$ cat src/rtl/lbu_pkg.sv
package lbu_pkg;

  typedef enum logic [3:0] {
    K_NONE,
    K_SEXT,
    K_POP,
    K_LEAD,
    K_TRAIL,
    K_SAD,
    K_SPREAD,
    K_GATHER,
    K_MINMAX
  } opKind_e;

  // Strobes from control to datapath
  typedef struct packed {
    opKind_e kind;
    logic    wide;      // halfword sext, 32-bit spread/gather, 16-bit lanes
    logic    isSigned;  // signed lane compare
    logic    pickMax;   // max instead of min
    logic    illegal;
  } laneCtl_t;

endpackage

$ cat src/rtl/lbu_control.sv
module lbu_control
  import lbu_pkg::*;
(
  input  logic [6:0] funcCode,
  input  logic       aFieldIsZeroReg,
  output laneCtl_t   ctl
);

  always_comb begin
    ctl = '{kind: K_NONE, wide: 1'b0, isSigned: 1'b0, pickMax: 1'b0, illegal: 1'b1};
    unique casez (funcCode)
      7'h00, 7'h01: begin
        if (aFieldIsZeroReg) begin
          ctl.kind    = K_SEXT;
          ctl.wide    = funcCode[0];
          ctl.illegal = 1'b0;
        end
      end
      7'h30: begin ctl.kind = K_POP;   ctl.illegal = 1'b0; end
      7'h31: begin ctl.kind = K_SAD;   ctl.illegal = 1'b0; end
      7'h32: begin ctl.kind = K_LEAD;  ctl.illegal = 1'b0; end
      7'h33: begin ctl.kind = K_TRAIL; ctl.illegal = 1'b0; end
      7'h34, 7'h35: begin
        ctl.kind    = K_SPREAD;
        ctl.wide    = funcCode[0];
        ctl.illegal = 1'b0;
      end
      7'h36, 7'h37: begin
        ctl.kind    = K_GATHER;
        ctl.wide    = funcCode[0];
        ctl.illegal = 1'b0;
      end
      7'b01110??, 7'b01111??: begin
        // bit2: max; bit1 picks signedness (inverted between min and max); bit0: halfword
        ctl.kind     = K_MINMAX;
        ctl.wide     = funcCode[0];
        ctl.pickMax  = funcCode[2];
        ctl.isSigned = funcCode[2] ? funcCode[1] : ~funcCode[1];
        ctl.illegal  = 1'b0;
      end
      default: ;
    endcase
  end

endmodule

$ cat src/rtl/lbu_count_tree.sv
module lbu_count_tree #(
  parameter int W = 64
) (
  input  logic [W-1:0]         vecIn,
  output logic [$clog2(W):0]   leadZeros,
  output logic [$clog2(W):0]   trailZeros,
  output logic [$clog2(W):0]   onesCount
);

  localparam int STG = $clog2(W);
  localparam int CW  = STG + 1;

  // Halving priority tree from the top
  always_comb begin
    logic [W-1:0] work;
    work      = vecIn;
    leadZeros = '0;
    for (int s = STG - 1; s >= 0; s--) begin
      int half;
      half = 1 << s;
      if ((work >> (W - half)) == '0) begin
        leadZeros = leadZeros + CW'(half);
        work      = work << half;
      end
    end
    if (!work[W-1]) leadZeros = leadZeros + CW'(1);
  end

  // Halving priority tree from the bottom
  always_comb begin
    logic [W-1:0] work;
    work       = vecIn;
    trailZeros = '0;
    for (int s = STG - 1; s >= 0; s--) begin
      int half;
      half = 1 << s;
      if ((work & ({W{1'b1}} >> (W - half))) == '0) begin
        trailZeros = trailZeros + CW'(half);
        work       = work >> half;
      end
    end
    if (!work[0]) trailZeros = trailZeros + CW'(1);
  end

  always_comb begin
    onesCount = '0;
    for (int i = 0; i < W; i++) onesCount = onesCount + CW'(vecIn[i]);
  end

endmodule

$ cat src/rtl/lbu_datapath.sv
module lbu_datapath
  import lbu_pkg::*;
#(
  parameter int DATA_W = 64
) (
  input  laneCtl_t          ctl,
  input  logic [DATA_W-1:0] opA,
  input  logic [DATA_W-1:0] opB,
  output logic [DATA_W-1:0] dpOut
);

  localparam int NB  = DATA_W / 8;
  localparam int NH  = DATA_W / 16;
  localparam int NW  = DATA_W / 32;
  localparam int CW  = $clog2(DATA_W) + 1;
  localparam int SW  = 8 + $clog2(NB);

  logic [CW-1:0] leadZeros, trailZeros, onesCount;

  lbu_count_tree #(.W(DATA_W)) countTree (
    .vecIn      (opB),
    .leadZeros  (leadZeros),
    .trailZeros (trailZeros),
    .onesCount  (onesCount)
  );

  // Sum of absolute byte differences
  logic [SW-1:0] sadSum;
  always_comb begin
    sadSum = '0;
    for (int i = 0; i < NB; i++) begin
      logic [7:0] aByte, bByte, diff;
      aByte  = opA[8*i +: 8];
      bByte  = opB[8*i +: 8];
      diff   = (aByte >= bByte) ? (aByte - bByte) : (bByte - aByte);
      sadSum = sadSum + SW'(diff);
    end
  end

  // Spread and gather between byte and 16/32-bit lanes
  logic [DATA_W-1:0] spread16, spread32, gather16, gather32;
  always_comb begin
    spread16 = '0;
    spread32 = '0;
    gather16 = '0;
    gather32 = '0;
    for (int i = 0; i < NH; i++) begin
      spread16[16*i +: 8] = opB[8*i +: 8];
      gather16[8*i +: 8]  = opB[16*i +: 8];
    end
    for (int i = 0; i < NW; i++) begin
      spread32[32*i +: 8] = opB[8*i +: 8];
      gather32[8*i +: 8]  = opB[32*i +: 8];
    end
  end

  // Lane min/max, one variant per lane width
  logic [DATA_W-1:0] mmRes [2];
  for (genvar g = 0; g < 2; g++) begin : gWidth
    localparam int LW = 8 << g;
    for (genvar l = 0; l < DATA_W / LW; l++) begin : gLane
      logic [LW-1:0] aLane, bLane;
      logic          aLtB, bLtA;
      assign aLane = opA[LW*l +: LW];
      assign bLane = opB[LW*l +: LW];
      assign aLtB  = $signed({ctl.isSigned & aLane[LW-1], aLane}) <
                     $signed({ctl.isSigned & bLane[LW-1], bLane});
      assign bLtA  = $signed({ctl.isSigned & bLane[LW-1], bLane}) <
                     $signed({ctl.isSigned & aLane[LW-1], aLane});
      assign mmRes[g][LW*l +: LW] = ctl.pickMax ? (bLtA ? aLane : bLane)
                                                : (aLtB ? aLane : bLane);
    end
  end

  always_comb begin
    unique case (ctl.kind)
      K_SEXT:   dpOut = ctl.wide ? {{(DATA_W-16){opB[15]}}, opB[15:0]}
                                 : {{(DATA_W-8){opB[7]}}, opB[7:0]};
      K_POP:    dpOut = DATA_W'(onesCount);
      K_LEAD:   dpOut = DATA_W'(leadZeros);
      K_TRAIL:  dpOut = DATA_W'(trailZeros);
      K_SAD:    dpOut = DATA_W'(sadSum);
      K_SPREAD: dpOut = ctl.wide ? spread32 : spread16;
      K_GATHER: dpOut = ctl.wide ? gather32 : gather16;
      K_MINMAX: dpOut = ctl.wide ? mmRes[1] : mmRes[0];
      default:  dpOut = '0;
    endcase
  end

endmodule

$ cat src/rtl/lane_bitops_unit.sv
module lane_bitops_unit
  import lbu_pkg::*;
#(
  parameter int DATA_W = 64
) (
  input  logic              clk,
  input  logic              rst_n,
  input  logic              inValid,
  input  logic [6:0]        funcCode,
  input  logic              aFieldIsZeroReg,
  input  logic [DATA_W-1:0] opA,
  input  logic [DATA_W-1:0] opB,
  output logic              outValid,
  output logic [DATA_W-1:0] result,
  output logic              illegal
);

  laneCtl_t          ctl;
  logic [DATA_W-1:0] dpOut;

  lbu_control control (
    .funcCode        (funcCode),
    .aFieldIsZeroReg (aFieldIsZeroReg),
    .ctl             (ctl)
  );

  lbu_datapath #(.DATA_W(DATA_W)) datapath (
    .ctl   (ctl),
    .opA   (opA),
    .opB   (opB),
    .dpOut (dpOut)
  );

  always_ff @(posedge clk) begin
    if (!rst_n) begin
      outValid <= 1'b0;
      result   <= '0;
      illegal  <= 1'b0;
    end else begin
      outValid <= inValid;
      if (inValid) begin
        result  <= ctl.illegal ? '0 : dpOut;
        illegal <= ctl.illegal;
      end
    end
  end

  a_r10_valid_rise: assert property (@(posedge clk) disable iff (!rst_n)
    inValid |=> outValid);
  a_r10_valid_fall: assert property (@(posedge clk) disable iff (!rst_n)
    !inValid |=> !outValid);
  a_r10_hold: assert property (@(posedge clk) disable iff (!rst_n)
    !inValid |=> ($stable(result) && $stable(illegal)));
  a_r9_illegal_zero: assert property (@(posedge clk) disable iff (!rst_n)
    (outValid && illegal) |-> (result == '0));
  a_r9_bad_sext: assert property (@(posedge clk) disable iff (!rst_n)
    (inValid && funcCode[6:1] == 6'h00 && !aFieldIsZeroReg) |=> illegal);
  a_r3_zero_lead: assert property (@(posedge clk) disable iff (!rst_n)
    (inValid && funcCode == 7'h32 && opB == '0) |=> (result == DATA_W'(DATA_W)));
  a_r2_pop_bound: assert property (@(posedge clk) disable iff (!rst_n)
    (inValid && funcCode == 7'h30) |=> (result <= DATA_W'(DATA_W)));
  a_r6_gather_high_zero: assert property (@(posedge clk) disable iff (!rst_n)
    (inValid && funcCode[6:1] == 6'h1b) |=> (result[DATA_W-1:DATA_W/2] == '0));

endmodule

$ cat config.mk
export PLATFORM = sky130hd
export DESIGN_NAME = lane_bitops_unit
export DESIGN_NICKNAME = d
export VERILOG_FILES = /design/src/rtl/lbu_pkg.sv /design/src/rtl/lbu_control.sv /design/src/rtl/lbu_count_tree.sv /design/src/rtl/lbu_datapath.sv /design/src/rtl/lane_bitops_unit.sv
export SDC_FILE = /design/constraint.sdc
export NUM_CORES = 1
export LEC_CHECK = 0
export BUFFER_PORTS_ARGS = -buffer_cell sky130_fd_sc_hd__buf_4
export CAP_MARGIN = 20
export CELL_PAD_IN_SITES_DETAIL_PLACEMENT = 1
export CELL_PAD_IN_SITES_GLOBAL_PLACEMENT = 1
export CORE_ASPECT_RATIO = 1.2
export CORE_MARGIN = 5
export CORE_UTILIZATION = 45
export CTS_CLUSTER_DIAMETER = 120
export DETAILED_ROUTE_END_ITERATION = 6
export PLACE_DENSITY_LB_ADDON = 0.1
export REMOVE_ABC_BUFFERS = 1
export SYNTH_ARGS = -nofsm -noshare
export SYNTH_HDL_FRONTEND = slang
export SYNTH_SLANG_ARGS = --single-unit
$ cat constraint.sdc
create_clock -name clk -period 11.7 [get_ports clk]
set_input_delay 2.34 -clock clk [delete_from_list [all_inputs] [get_ports clk]]
set_output_delay 2.34 -clock clk [all_outputs]
set_load 0.1 [all_outputs]
==> impl_results.md <==
* Status: completed
* Slowest stage cell on the critical path: sky130_fd_sc_hd__a21oi_1
* Maximum clock frequency at a little under 100 MHz
* Clock tree sinks at between 60 and 70
* Main flop type after synthesis: sky130_fd_sc_hd__dfxtp_1
* Number of H-tree levels at 3
* Total routing usage reported by global routing at 37.8%
* Clk network pwr share at 4.8%
* Peak VDD IR at 0.00139 V
* Pins Over Slew Limit at 0
* Placed cell count at 2473
* Via count at 16000
* Synth Cell Area at 0.0149 mm^2
* Final standard cell count with taps included and fillers excluded at 2489
* First-pass GRT wire length at around 110000 um
* Overall die area at about 0.037 mm^2
* Combinational power share at 91.3%
* Violation count after the first detailed-route iteration at 1049
* CTS tree: done
* Part of the power in registers at between 3 and 4%
* Final cycle utilization of the critical path at about 86%
* RePlAce Congestion at 1.01
* Die height at around 210 um
* Pin count of the biggest net entering global routing at between 60 and 70
* HPWL after detailed placement at 58200 um
* Reg-to-Reg Start: result[10]
* Routed wire per std cell at 28.5 um
* Number of max-capacitance violations reported at 0
* Layout cells sized above 1 at 13.5%
* Net switching power at 3.30 mW
* Biggest fanout along the worst timing path at 10
* Count of boundary I/O pins at 205
* Clock slew seen by the registers of the worst setup and hold paths at 0.06 ns
* Floorplan Core Area at 0.0329 mm^2
* Worst min path class: flip-flop to flip-flop
* Multi-input gate area at 0.0122 mm^2
* Transition time of the tightest slew-check pin at 1.10 ns
* Beginning of the worst hold path: result[44]
* Final count of hold timing violations at 0
* Detailed-router iteration count before antenna repair at 5
* Largest delay contributor family on the critical path: adder cells
* Cts hold-fix bufs at 0
* CP endpoint kind: flip-flop
* Sort of element at the start of the critical path: input pin
* # DRC at 0
* Shortest period the worst path allows at around 10 ns
* Post-Layout Inst Area at 0.0170 mm^2
* Antenna fix cells at 0
* Slowest Stage Delay on Critical Path at 0.81 ns
* Required time of the critical path at 11.95 ns
* Mean cell area of the mapped netlist at 7.75 um^2
* RSZ-0062 raised after global routing: false
* Number of global-route vias before repair at 16900
* Per-cell via count in the routed design at 6.42
* Total congestion overflow after global routing at 0
* Number of library cell types mapped by synthesis at 82
* Cells after synthesis at 1920
* Worst slew margin relative to its limit at about a quarter
* Yosys top cell area share at 14.7%
* Filler Cell Count at 4154
* # rows at 73
* Crit Path Category: input pin to flip-flop
* Inserted Clock Buffers at 9
* Final #Nets at roughly 2500
* CTS max path bufs at 2
* Antenna violations before repair at 1
* Worst Path Arrival at 10.36 ns
* Clock latency on the worst-skew pair at 0.37 ns
* Most repeated library cell on the critical path: sky130_fd_sc_hd__a21oi_1
* Leading cell types by count after synthesis: sky130_fd_sc_hd__inv_1 (285), sky130_fd_sc_hd__a21oi_1 (171), sky130_fd_sc_hd__ha_1 (165)
* Worst clock skew on the final layout at 0 ns
* Worst setup path startpoint: opB[15]
* Wirelength, routed at 71000 um
* Number of synthesized flops with an enable pin at 0
* Post-synthesis sequential area ratio at slightly below 9%
* Cts repair resizes at 0
* Number of antenna-violating nets in the routed design at 0
* Warning count from the yosys run at 0
* Power per Cell Area at 340 mW/mm^2
* Area taken by flip-flops and latches at 0.00132 mm^2
* Number of I/O port buffers at 204
* Die extent in x at 176 um
* Setup TNS at 0 ns
* Root buffer selected by CTS: sky130_fd_sc_hd__clkbuf_16
* Number of synthesized register bits at 66
* Effective utilization at floorplan at 45.2%
* Final count of negative-setup-slack endpoints at 0
* Switching power share of the total at 57.1%
* Cell type with the highest aggregate area in the netlist: sky130_fd_sc_hd__fa_1
* Area added between synthesis and finish at 14.2%
* Leakage power summed over all cells at 8.17 nW
* Setup Buffers After CTS at 0
* Proportion of synthesized flip-flops having asynchronous set or reset at 0%
* Buffers & Inverters on Critical Path at 5
* Library cell with the highest instance count after synthesis: sky130_fd_sc_hd__inv_1
* Synth top area cells: sky130_fd_sc_hd__fa_1 (15%), sky130_fd_sc_hd__ha_1 (14%), sky130_fd_sc_hd__dfxtp_1 (8.9%), sky130_fd_sc_hd__inv_1 (7.2%), sky130_fd_sc_hd__a21oi_1 (5.8%)
* Placed Instance Area at 0.0167 mm^2
* Internal power at about 2.5 mW
-- through the flow --
step	worst slack, ns	utilization (%)	hold slack (ns)	total power, mW
finish	1.59	51.7	0.482	5.77
global route	1.21	51.7	0.514	6.29
CTS	1.76	51.7	0.486	5.68
detailed placement	1.39	50.8	0.479	5.36
global placement	1.58	50.8	0.464	5.21
floorplan	2.57	-	0.884	3.79
-- metal layers --
| layer | vias up | track usage, % | part of all wire, % |
|---|---|---|---|
| li1 | 7057 | - | - |
| met1 | 7984 | 45.9 | 40 |
| met2 | 683 | 62.5 | 46 |
| met3 | 244 | 6.98 | 6.6 |
| met4 | 2 | 21.8 | 7.1 |
| met5 | - | 0 | 0.020 |
-- final timing paths --
path,slack [ns],depth (start not counted),to
worst min register to register,0.48,2,result[44]
worst min-delay path,0.48,2,result[44]
worst max-delay path,1.59,33,result[10]
worst max register to register,10.33,5,result[10]
-- worst min-delay path, delay by kind of cell (launching register included) --
family             cells  cell delay [ns]
and+or+nand+nor        1             0.06
AOI/OAI and AO/OA      1             0.07
DFF                    1             0.31
-- layout make-up --
type / instances / share of cell area, %
Multi-Input combinational cell: 1492 / 71.7
Sequential cell: 66 / 7.78
Tap cell: 412 / 3.03
Timing Repair Buffer: 217 / 9.59
Clock buffer: 11 / 1.43
Clock inverter: 5 / 0.177
Inverter: 286 / 6.32
-- placed cells by master (no fill, tap or decap), types with 16 or more instances in the layout --
cell                       Yosys  layout
sky130_fd_sc_hd__inv_1       285     285
sky130_fd_sc_hd__buf_4         1     217
sky130_fd_sc_hd__a21oi_1     171     171
sky130_fd_sc_hd__ha_1        165     165
sky130_fd_sc_hd__o21ai_0     145     143
sky130_fd_sc_hd__nand2_1     113     113
sky130_fd_sc_hd__fa_1        109     109
sky130_fd_sc_hd__nor2_1       79      78
sky130_fd_sc_hd__a21o_1       77      77
sky130_fd_sc_hd__mux2i_1      67      67
sky130_fd_sc_hd__dfxtp_1      66      66
sky130_fd_sc_hd__nor2b_1      61      61
sky130_fd_sc_hd__xnor2_1      54      54
sky130_fd_sc_hd__nand4_1      27      27
sky130_fd_sc_hd__nand3_1      25      25
sky130_fd_sc_hd__a31oi_1      24      24
sky130_fd_sc_hd__a221oi_1     24      24
sky130_fd_sc_hd__a211oi_1     23      23
sky130_fd_sc_hd__xor2_1       22      22
sky130_fd_sc_hd__o21bai_1     18      18
sky130_fd_sc_hd__o221ai_1     18      18
sky130_fd_sc_hd__a22oi_1      18      18
sky130_fd_sc_hd__nor3_1       18      18
sky130_fd_sc_hd__and2_1       17      17
sky130_fd_sc_hd__mux2_2       16      16
sky130_fd_sc_hd__o31ai_1      16      16
-- registers in the layout (all words and copies together) (netlist names) --
name      count
outValid      1
result       64
illegal       1
-- power by group through the flow --
stage          clock network (mW)  logic (mW)  registers (mW)
2_1_floorplan                   0        3.55           0.242
3_3_place_gp                    0        4.98           0.232
6_report                    0.277        5.27           0.227
4_1_cts                     0.280        5.17           0.227
3_5_place_dp                    0        5.13           0.232
5_1_grt                     0.291        5.77           0.227
-- logic make-up (layout without fill, tap and decap cells) --
group                    after synthesis  after routing  synth area share [%]
flip-flops                            66             66                  8.88
multiplexers                          83             83                  5.72
adder cells (fa/ha/maj)              274            274                  28.5
buffers and inverters                362            519                  9.38
AND/OR/NAND/NOR                      417            417                  14.9
XOR/XNOR                              76             76                  4.47
AO/OA/AOI/OAI                        642            642                  28.1
(Power assumes the default switching activity.)
